$ cat config.mk
export PLATFORM = sky130hd
export DESIGN_NAME = macq_notch
export DESIGN_NICKNAME = d
export VERILOG_FILES = /design/src/rtl/macq_notch.sv
export SDC_FILE = /design/constraint.sdc
export NUM_CORES = 1
export LEC_CHECK = 0
export ABC_AREA = 0
export BUFFER_PORTS_ARGS = -buffer_cell sky130_fd_sc_hd__buf_2
export CAP_MARGIN = 10
export CORE_ASPECT_RATIO = 0.7
export CORE_MARGIN = 8
export CORE_UTILIZATION = 61
export CTS_CLUSTER_DIAMETER = 60
export DETAILED_ROUTE_END_ITERATION = 10
export HOLD_SLACK_MARGIN = 0.03
export PLACE_DENSITY_LB_ADDON = 0.1
export SKIP_CTS_REPAIR_TIMING = 1
export SLEW_MARGIN = 20
export SYNTH_ARGS = -nofsm -noshare
export SYNTH_HDL_FRONTEND = slang
export SYNTH_SLANG_ARGS = --single-unit
$ cat constraint.sdc
create_clock -name clk -period 3.4 [get_ports clk]
set_input_delay 0.17 -clock clk [delete_from_list [all_inputs] [get_ports clk]]
set_output_delay 0.17 -clock clk [all_outputs]
set_load 0.05 [all_outputs]
$ cat src/rtl/macq_notch.sv
module macq_notch #(
  parameter int DATA_W = 12,
  parameter int DEPTH  = 4,
  localparam int IDX_W = $clog2(DEPTH)
) (
  input  logic                     clk,
  input  logic                     rst_n,
  input  logic                     smp_valid,
  input  logic signed [DATA_W-1:0] smp_data,
  input  logic        [IDX_W-1:0]  rd_idx,
  output logic signed [DATA_W-1:0] rd_data,
  output logic signed [DATA_W-1:0] filt_data,
  output logic                     filt_valid
);

  logic [DEPTH-1:0][DATA_W-1:0] hist;
  logic [DATA_W:0]              sum_nx;

  assign sum_nx  = {smp_data[DATA_W-1], smp_data} + {hist[2][DATA_W-1], hist[2]};
  assign rd_data = hist[rd_idx];

  always_ff @(posedge clk) begin
    if (!rst_n) begin
      hist       <= '0;
      filt_data  <= '0;
      filt_valid <= 1'b0;
    end else begin
      filt_valid <= smp_valid;
      if (smp_valid) begin
        hist      <= {hist[DEPTH-2:0], smp_data};
        filt_data <= sum_nx[DATA_W:1];
      end
    end
  end

  logic [DATA_W:0] sum_now;
  assign sum_now = {hist[0][DATA_W-1], hist[0]} + {hist[3][DATA_W-1], hist[3]};

  assert_head_load_R2: assert property (@(posedge clk) disable iff (!rst_n)
    smp_valid |=> hist[0] == $past(smp_data));
  assert_shift_R2: assert property (@(posedge clk) disable iff (!rst_n)
    smp_valid |=> hist[DEPTH-1] == $past(hist[DEPTH-2]));
  assert_hold_R3: assert property (@(posedge clk) disable iff (!rst_n)
    !smp_valid |=> $stable(hist));
  assert_valid_pulse_R5: assert property (@(posedge clk) disable iff (!rst_n)
    smp_valid |=> filt_valid);
  assert_valid_idle_R5: assert property (@(posedge clk) disable iff (!rst_n)
    !smp_valid |=> !filt_valid);
  assert_filter_value_R6: assert property (@(posedge clk) disable iff (!rst_n)
    filt_valid |-> ({filt_data, 1'b0} == sum_now) || ({filt_data, 1'b1} == sum_now));
  assert_filter_hold_R7: assert property (@(posedge clk) disable iff (!rst_n)
    !smp_valid |=> $stable(filt_data));

endmodule

==> metrics.md, run 1 <==
| Metric | Value |
|---|---|
| Outcome | completed |
| Die X | 99.1 um |
| Pwr dens | about 470 mW/mm^2 |
| Final worst slack | between 1 and 1.5 ns |
| Synth async-reset ratio | 0 |
| Worst rel slew slack | 0.335 |
| Tot GR Track Use | 0.175 |
| #FFs+latches synth | 61 |
| Fraction of layout cells with a size suffix above 1 | 0.236 |
| Non-filler instance count after layout | 379 |
| Crit share post-route | 0.689 |
| Synth Area in Simple Gates | 0.109 |
| Largest net degree at the start of global routing | 59 |
| # IOs | 42 |
| Initial antenna violation count | 0 |
| Worst Setup SP | hist[24]$_SDFFE_PN0P_ |
| HP Start | smp_data[7] |
| Vias | approximately 2200 |
| Setup Viol. Count Final | 0 |
| Final hold violation count | 0 |
| Mux cell area share after synthesis | 0.268 |
| Clk_lat worst skew | 0.33 ns |
| Total gr overflow | 0 |
| Crit end category | register |
| Post-Layout Inst Area | 0.00332 mm^2 |
| Syn. warnings | 0 |
| Ant diodes | 0 |
| Critical Path Start Type | register |
| DRC Markers | 0 |
| Setup TNS | 0 ns |
| R2R Path Start | hist[24]$_SDFFE_PN0P_ |
| Post-DRT Antenna Nets | 0 |
| Yosys cell types | 48 |
| Min cycle time layout | 2.34 ns |
| Register area share after synthesis | 0.414 |
| # H-tree levels | 3 |
| Synthesis-to-finish area growth | 12.4% |
| Synth Area in Adders | 0.0534 |
| Max-Cap Viols | 0 |
| CTS Buffer Depth | 2 |
| Number of synthesized flops with an enable pin | 0 |
| Placed Cells | 363 |
| Number of port buffers | 41 |
| DP Area | 0.00314 mm^2 |
| Post-Place Worst Slack | 1.09 ns |
| Main combinational cell family by area after synthesis | multiplexers |
| Unrepaired setup endpoints after global routing | no |
| Xor/xnor share of the synthesized area | 0.00891 |
| Area of the core | about 0.0047 mm^2 |
| First-pass GRT wire length | ~10000 um |
| Post-DR vias/cell | 5.72 |
| CTS Root Cell | clkbuf_8 |
| Clock Pin Slew Worst Setup and Hold Paths | about 0.070 ns |
| Min-delay worst type | input pin to register |
| WL per Instance | 15.8 um |
| Crit path max fanout | 5 |
| DRT iter0 DRCs | 116 |
| WS Path Type | register to register |
| Die area | 0.00735 mm^2 |
| Static leakage | 1.55 nW |
| GP Congestion | 0.754 |
| Post-DP HPWL | 4150 um |
| Max-slew violations | 0 |
| Mapped Nets | 308 |
| Complex-gate fraction of the synthesized area | 0.105 |
| Syn Area/Cell | 10.6 um^2 |
| Hold_ws | 0.100 ns |
| Clk sinks | a little over 60 |
| CTS tree | yes |
| Gate Count Post-Synth | 279 |
| Initial core utilization | 0.624 |
| Critical Path RT | 3.64 ns |
| CTS Buf Count | 9 |
| Ys flop type | dfxtp_1 |
| Worst-Margin Slew | between 0.9 and 1 ns |
| Fin nets | about 350 |
| WL final | 5980 um |
| Max IR drop VDD | 0.388 mV |
| Fmax | about 0.43 GHz |
| Rows | 21 |
| Post-Syn Area | 0.00295 mm^2 |
| Layout Skew | 0.00467 ns |
| Crit path DAT | 2.58 ns |
| Vias in the first global route | 2161 |
| Die H | 74.2 um |
| First drt pass iteration count | 4 |
[cells in the mapped netlist (2+ instances only)]
| library cell | instances | area, um^2 |
|---|---|---|
| and3_1 | 2 | 12.5 |
| a211oi_1 | 2 | 15.0 |
| o21bai_1 | 2 | 15.0 |
| nor4_1 | 2 | 12.5 |
| inv_1 | 6 | 22.5 |
| ha_1 | 11 | 138 |
| a311oi_2 | 2 | 30.0 |
| a21o_1 | 2 | 15.0 |
| mux2i_1 | 52 | 521 |
| nor2_1 | 56 | 210 |
| mux4_2 | 12 | 270 |
| xnor2_1 | 2 | 17.5 |
| o2bb2ai_1 | 2 | 17.5 |
| o21ai_1 | 2 | 10.0 |
| buf_2 | 2 | 10.0 |
| a21oi_1 | 10 | 50.1 |
| o21a_1 | 3 | 22.5 |
| nand3_1 | 3 | 15.0 |
| nand2_1 | 9 | 33.8 |
| or3_1 | 2 | 12.5 |
| clkbuf_1 | 8 | 30.0 |
| dfxtp_1 | 61 | 1220 |
[final timing paths]
path	end	cells after the start	slack, ns
worst max-delay path	filt_data[9]$_SDFFE_PN0P_	7	1.06
worst min-delay path	hist[7]$_SDFFE_PN0P_	3	0.10
worst min register to register	filt_data[4]$_SDFFE_PN0P_	2	0.47
worst max register to register	filt_data[9]$_SDFFE_PN0P_	7	1.06
[registers in the layout (all words and copies together), names as in the netlist]
| name | flops |
|---|---|
| filt_data | 12 |
| hist | 48 |
| filt_valid | 1 |
[cell usage in the layout (no fill, tap or decap), types with 2 or more instances in the layout]
master and count:
a211oi_1 2, a21o_1 2, a21oi_1 10, a311oi_2 2
and3_1 2, buf_2 40, buf_4 2, clkbuf_8 11
clkinv_2 3, dfxtp_1 61, ha_1 11, inv_1 6
mux2i_1 52, mux4_2 12, nand2_1 9, nand3_1 3
nor2_1 56, nor4_1 2, o21a_1 3, o21ai_1 2
o21bai_1 2, o2bb2ai_1 2, or3_1 2, xnor2_1 2
[per-stage QoR]
step | power (mW) | utilization
CTS | 1.57 | 0.701
global placement | 1.00 | 0.664
global route | 1.63 | 0.701
finish | 1.55 | 0.701
floorplan | 0.957 | -
detailed placement | 1.01 | 0.664
[power by group]
| group | total (mW) | switching [mW] | internal [mW] |
|---|---|---|---|
| Combinational | 0.229 | 0.149 | 0.0799 |
| Sequential | 0.760 | 0.0180 | 0.742 |
| Clock | 0.564 | 0.264 | 0.300 |
[kinds of logic (layout without fill, tap and decap cells)]
logic type / count (synthesis) / count (layout)
mux: 64 / 64
flops: 61 / 61
buf+inv: 22 / 65
simple gates: 78 / 78
compound gates: 39 / 39
xor+xnor: 3 / 3
fa+ha+maj: 12 / 12
[area by class of cell]
| cell class | count | area (um^2) |
|---|---|---|
| clock inverter | 4 | 22.5 |
| clock buffer | 12 | 155 |
| sequential | 61 | 1220 |
| tap | 57 | 71.3 |
| inverter | 7 | 26.3 |
| multi-input combinational | 196 | 1610 |
| timing repair buffer | 42 | 215 |
| fill | 370 | 1410 |
[per-layer routing]
layer  share of wire  global-route usage  up-vias
li1                -                   -     1080
met1            0.48               0.218     1039
met2            0.46               0.276       40
met3           0.047              0.0664        8
met4           0.014              0.0568        0
met5               0                   0        -
[worst max-delay path: stages (launching register included)]
cell      delay (ns)
dfxtp_1         0.34
and2_1          0.16
fa_1            0.40
a21o_1          0.22
a311o_2         0.43
a211oi_4        0.30
o311ai_1        0.16
a311oi_2        0.24
(Power assumes the default switching activity.)
==> run 2: changes to the inputs <==
Settings changed: ABC_AREA 0 to 1, CORE_UTILIZATION 61 to 52.
Clock period 3.4 ns to 2.1 ns, I/O delays scaled along.
==> run 2 against run 1 <==
Power grew 100%. Clock skew grew 0.00071 ns. Area after synthesis grew 6.4%. Sequential share of layout area shrank 3.4 points. Synthesized cell count grew 71%. Largest cell class unchanged. Clock power grew 110%.
==> metrics.md, run 2 <==
| Metric | Value |
|---|---|
| Outcome | completed |
| Yosys cell types | 29 |
| Max-slew violations | 0 |
| Largest net degree at the start of global routing | 51 |
| Net Switching | 1.02 mW |
| Setup TNS | 0 ns |
| Total gr overflow | 0 |
| Synth top cells by count | nor2_1, o21ai_0, dfxtp_1, nand2_1, inv_1 |
| Internal power | 2.14 mW |
| DRT iter0 DRCs | about 200 |
| Rows | 23 |
| R2R Path Start | hist[24]$_SDFFE_PN0P_ |
| Layout Skew | approximately 0.0054 ns |
| Post-DRT Antenna Nets | 0 |
| Number of port buffers | ~40 |
| Worst Hold Endpoint | hist[4]$_SDFFE_PN0P_ |
| Vias | 3154 |
| Worst-Margin Slew | 0.519 ns |
| Area of the core | around 0.0058 mm^2 |
| Post-DR vias/cell | approximately 5.3 |
| Most frequent cells in the layout | nor2_1, o21ai_0, dfxtp_1 |
| Ys flop type | dfxtp_1 |
| Gate power share | 0.213 |
| WS Path Type | input pin to register |
| Reg power frac | 0.410 |
| Register name with the most flops | hist |
| CTS Buffer Depth | 2 |
| Layout Utilization | 0.631 |
| First-pass GRT wire length | 13900 um |
| Post-Syn Area | ~0.0031 mm^2 |
| CTS tree | yes |
| Cells on worst reg2reg path | 11 |
| Top Registers | hist: 48 flops, filt_data: 12 flops, filt_valid: 1 flops |
| DRC Markers | 0 |
| Static leakage | 1.85 nW |
| Max IR drop VDD | 0.551 mV |
| Min-delay worst type | input pin to register |
| Fmax | 0.545 GHz |
| Clk_lat worst skew | 0.35 ns |
| Min cycle time layout | 1.83 ns |
| Max-Cap Viols | 0 |
| Synth async-reset ratio | 0 |
| WL per Instance | 14.1 um |
| Setup Viol. Count Final | 0 |
| Top-count cell post-synth | nor2_1 |
| Final hold violation count | 0 |
| Synthesis-to-finish area growth | 16.3% |
| Reg-to-reg endpoint | filt_data[7]$_SDFFE_PN0P_ |
| Die X | 109 um |
| Largest area contributor in the netlist | dfxtp_1 |
| Worst rel slew slack | 0.654 |
| Tot GR Track Use | 0.200 |
| Critical Path Start Type | input pin |
| Hold Crit Depth | 3 |
| Syn Area/Cell | about 6.6 um^2 |
| Crit share post-route | 0.873 |
| Initial antenna violation count | 0 |
| Mapped Nets | 507 |
| CTS Buf Count | 9 |
| Clock Pin Slew Worst Setup and Hold Paths | 0.07 ns |
| Commonest non-fill, non-tap cell in the layout | nor2_1 |
| Max reg flops | 48 |
| Gate Count Post-Synth | 478 |
| First drt pass iteration count | 5 |
| Filler cells | 556 |
| Reg2reg setup slack | 0.36 ns |
| Post-DP HPWL | just under 6000 um |
| #FFs+latches synth | 61 |
| Syn. warnings | 0 |
| Number of synthesized flops with an enable pin | 0 |
| Crit end category | register |
| CTS Root Cell | clkbuf_8 |
| Critical Path RT | 2.35 ns |
| # IOs | 42 |
| # H-tree levels | 3 |
| Register area share after synthesis | 0.389 |
| HP Start | smp_data[4] |
| Clk sinks | 61 |
| Die H | between 80 and 90 um |
| Crit path DAT | roughly 2.1 ns |
| Switch share | 0.324 |
| Top post-synthesis cells by area | dfxtp_1, nor2_1, o21ai_0, nand2_1, inv_1 |
| WL final | ~8400 um |
| Unrepaired setup endpoints after global routing | no |
| Clk pwr share | 0.378 |
| Crit path max fanout | 3 |
| GP Congestion | 0.942 |
| Die area | 0.00882 mm^2 |
| Ant diodes | 0 |
| Fraction of layout cells with a size suffix above 1 | 0.136 |
| Vias in the first global route | 2912 |
| Pwr dens | 865 mW/mm^2 |
| Fin nets | 546 |
| Synth top area share | 0.389 |
| Initial core utilization | 0.543 |
## run 2: changes by cell type after synthesis, sizes merged, moves of 3 or more
| cell | previous run | this run |
|---|---|---|
| clkbuf | 8 | 15 |
| a211oi | 3 | 0 |
| o22ai | 1 | 12 |
| nand3 | 3 | 13 |
| mux4 | 12 | 0 |
| a21oi | 10 | 6 |
| nand2 | 9 | 63 |
| nor2 | 56 | 150 |
| inv | 7 | 42 |
| mux2i | 52 | 0 |
| o21ai | 3 | 80 |
## run 2: through the flow
step / setup slack [ns] / total power [mW] / hold WS [ns] / area (um^2) / instances
2_1_floorplan: 0.539 / 1.81 / 0.240 / 3140 / 478
3_3_place_gp: 0.453 / 1.97 / 0.356 / 3390 / 577
3_5_place_dp: 0.383 / 1.98 / 0.361 / 3390 / 577
4_1_cts: 0.372 / 3.17 / -0.00585 / 3610 / 593
5_1_grt: 0.117 / 3.32 / 0.0303 / 3650 / 597
6_report: 0.267 / 3.16 / 0.0162 / 3650 / 597
## run 2: metal layers
| metal | track usage | share of wire |
|---|---|---|
| met3 | 0.0696 | 0.083 |
| met2 | 0.296 | 0.42 |
| met4 | 0.0599 | 0.011 |
| met5 | 0 | 0 |
| met1 | 0.267 | 0.48 |
## run 2: logic make-up after synthesis
logic type | share of synthesized area
XOR/XNOR | 0.0112
adder cells (fa/ha/maj) | 0.0502
AO/OA/AOI/OAI | 0.173
AND/OR/NAND/NOR | 0.295
buffers and inverters | 0.0821
flip-flops | 0.389
## run 2: worst max-delay path, cell delays in order
cell           delay, ns
dlygate4sd3_1       0.53
buf_2               0.14
nand2_1             0.15
inv_1               0.10
fa_1                0.43
nand2_1             0.09
nand2_1             0.07
nand3_1             0.11
nand2_1             0.08
nand2_1             0.07
nand3_1             0.06
o211ai_1            0.10
inv_1               0.05
## run 2: area by class of cell
type	instances	area, um^2	area share
clock buffers	10	138	0.0377
clock inverters	6	86.3	0.0236
inverters	43	161	0.0442
multi-input cells	351	1660	0.455
flip-flops and latches	61	1220	0.334
well taps	75	93.8	0.0257
repair buffers	51	290	0.0795
## run 2: power by group through the flow
stage	sequential (mW)	clock, mW	combinational (mW)
after floorplan	1.38	0	0.426
after global placement	1.32	0	0.653
after detailed placement	1.32	0	0.659
after CTS	1.30	1.21	0.663
after global routing	1.31	1.27	0.741
final	1.30	1.19	0.672
## run 2: worst max-delay path by stage
stage,startpoint,endpoint,slack [ns]
2_1_floorplan,hist[24]$_SDFFE_PN0P_,filt_data[7]$_SDFFE_PN0P_,0.54
3_3_place_gp,hist[24]$_SDFFE_PN0P_,filt_data[5]$_SDFFE_PN0P_,0.45
3_5_place_dp,hist[24]$_SDFFE_PN0P_,filt_data[7]$_SDFFE_PN0P_,0.38
4_1_cts,hist[24]$_SDFFE_PN0P_,filt_data[7]$_SDFFE_PN0P_,0.37
5_1_grt,smp_data[0],filt_data[5]$_SDFFE_PN0P_,0.12
6_report,smp_data[0],filt_data[7]$_SDFFE_PN0P_,0.27
==> run 3: changes to the inputs <==
Settings changed: PLACE_DENSITY from default to 0.8, PLACE_DENSITY_LB_ADDON 0.1 to default.
==> run 3 against run 2 <==
Critical path depth fell by 2. Maximum frequency rose by 3.7%. Largest cell class unchanged. Routed wire length rose by 0.40%. Via count rose by 0.44%. Final area barely moved. Die area did not move. Critical endpoint is now filt_data[11]$_SDFFE_PN0P_. Utilization barely moved. Count of clock-buffer cells in the layout fell by 1.
==> metrics.md, run 3 (same netlist as run 2, synthesis figures left out) <==
| Metric | Value |
|---|---|
| Crit share post-route | 0.842 |
| Crit path max fanout | 5 |
| Initial core utilization | 0.543 |
| # H-tree levels | 3 |
| GP Congestion | 0.943 |
| Setup TNS | 0 ns |
| Worst rel slew slack | 0.698 |
| Post-DP HPWL | about 6000 um |
| CP bufs+invs | 3 |
| Layout Skew | between 0.009 and 0.01 ns |
| Area of the core | 0.00578 mm^2 |
| WS Path Type | input pin to register |
| Fraction of layout cells with a size suffix above 1 | 0.138 |
| Post-DRT Antenna Nets | 0 |
| Most frequent cells in the layout | nor2_1, o21ai_0, dfxtp_1 |
| Pwr dens | 859 mW/mm^2 |
| Tot GR Track Use | 0.201 |
| Vias in the first global route | 2996 |
| CP max stage cell | dlygate4sd3_1 |
| WL per Instance | 14.2 um |
| # IOs | 42 |
| Commonest non-fill, non-tap cell in the layout | nor2_1 |
| Outcome | completed |
| Die X | 109 um |
| CTS Root Cell | clkbuf_8 |
| DP Area | 0.00342 mm^2 |
| Placed Cells | 578 |
| First-pass GRT wire length | 14100 um |
| Post-DR vias/cell | 5.32 |
| Die H | 81.0 um |
| DRC Markers | 0 |
| Largest net degree at the start of global routing | 53 |
| Peak per-stage delay on the critical path | 0.53 ns |
| Unrepaired setup endpoints after global routing | no |
| First drt pass iteration count | 4 |
| Crit end category | register |
| Min cycle time layout | 1.77 ns |
| Fmax | 0.566 GHz |
| Most used cell, CP | nand2_1 |
| DRT iter0 DRCs | 222 |
| Number of port buffers | between 40 and 50 |
| Max IR drop VDD | 0.552 mV |
| Clk sinks | roughly 60 |
| Critical Path RT | about 2.3 ns |
| Max reg flops | 48 |
| Vias | ~3200 |
| Post-Layout Inst Area | 0.00365 mm^2 |
| Crit path DAT | 1.99 ns |
| Clock Pin Slew Worst Setup and Hold Paths | approximately 0.080 ns |
| Register name with the most flops | hist |
| Non-filler instance count after layout | between 500 and 600 |
| Max-Cap Viols | 0 |
| Final hold violation count | 0 |
| Layout Utilization | 0.632 |
| Setup Viol. Count Final | 0 |
| Fin nets | approximately 540 |
| Min-delay worst type | input pin to register |
| CTS Buffer Depth | 2 |
| CP cell instances | dlygate4sd3_1 > buf_2 > ha_1 > nand2_1 > inv_1 > a21oi_1 > nand2_1 > nand2_1 > nand2_1 > nand2_1 > a21oi_1 |
| Max-slew violations | 0 |
| Die area | 0.00882 mm^2 |
| CTS Buf Count | 9 |
| Total gr overflow | 0 |
| Initial antenna violation count | 0 |
| Rows | 23 |
| Ant diodes | 0 |
| Total power | approximately 3.1 mW |
| Top Registers | hist: 48 flops, filt_data: 12 flops, filt_valid: 1 flops |
| Synthesis-to-finish area growth | 16.4% |
| CP delay by family, top | buffers and inverters |
| Worst-Margin Slew | 0.454 ns |
| Clk_lat worst skew | 0.34 ns |
| CTS tree | yes |
| Static leakage | ~1.8 nW |
| WL final | 8460 um |
| Critical Path Start Type | input pin |
## run 3: cell types whose count changed in the layout (fill, tap and decap cells not counted), sizes merged
cell         change
dlygate4sd3      -3
clkinvlp         +2
buf              +1
clkbuf           -1
clkinv           -1
## run 3: metal layers
layer | track usage | share of wire | vias up
li1 | - | - | 1599
met1 | 0.268 | 0.47 | 1434
met2 | 0.313 | 0.43 | 129
met3 | 0.0585 | 0.094 | 6
met4 | 0.0531 | 0.0061 | 0
met5 | 0 | 0 | -
## run 3: area by class of cell
cell class | instances | area, um^2
clock buffers | 9 | 124
clock inverters | 7 | 100
fillers | 546 | 2130
inverters | 43 | 161
multi-input cells | 351 | 1660
flip-flops and latches | 61 | 1220
well taps | 75 | 93.8
repair buffers | 49 | 293
## run 3: worst register-to-register path, stage by stage (launching register included)
cell     delay [ns]
dfxtp_1        0.33
nand2_1        0.15
inv_1          0.10
fa_1           0.43
nand2_1        0.09
nand2_1        0.06
nand3_1        0.10
nand2_1        0.08
nand2_1        0.10
nand2_1        0.06
nand2_1        0.07
a21oi_1        0.06
## run 3: power by group
part | total [mW] | internal (mW) | switching, mW
sequential | 1.30 | 1.24 | 0.0562
clock | 1.17 | 0.671 | 0.495
combinational | 0.679 | 0.202 | 0.477
## run 3: stage by stage
step / setup slack [ns] / hold WS, ns
after floorplan: 0.539 / 0.240
after global placement: 0.445 / 0.355
after detailed placement: 0.342 / 0.366
after CTS: 0.351 / 0.00290
after global routing: 0.183 / 0.0325
final: 0.332 / 0.0237
## run 3: worst paths after layout
| path | from | to | slack (ns) | cells after the start |
|---|---|---|---|---|
| max | smp_data[7] | filt_data[11]$_SDFFE_PN0P_ | 0.33 | 11 |
| max reg2reg | hist[24]$_SDFFE_PN0P_ | filt_data[11]$_SDFFE_PN0P_ | 0.34 | 11 |
| min | smp_data[4] | hist[4]$_SDFFE_PN0P_ | 0.02 | 3 |
| min reg2reg | hist[19]$_SDFFE_PN0P_ | hist[31]$_SDFFE_PN0P_ | 0.50 | 2 |
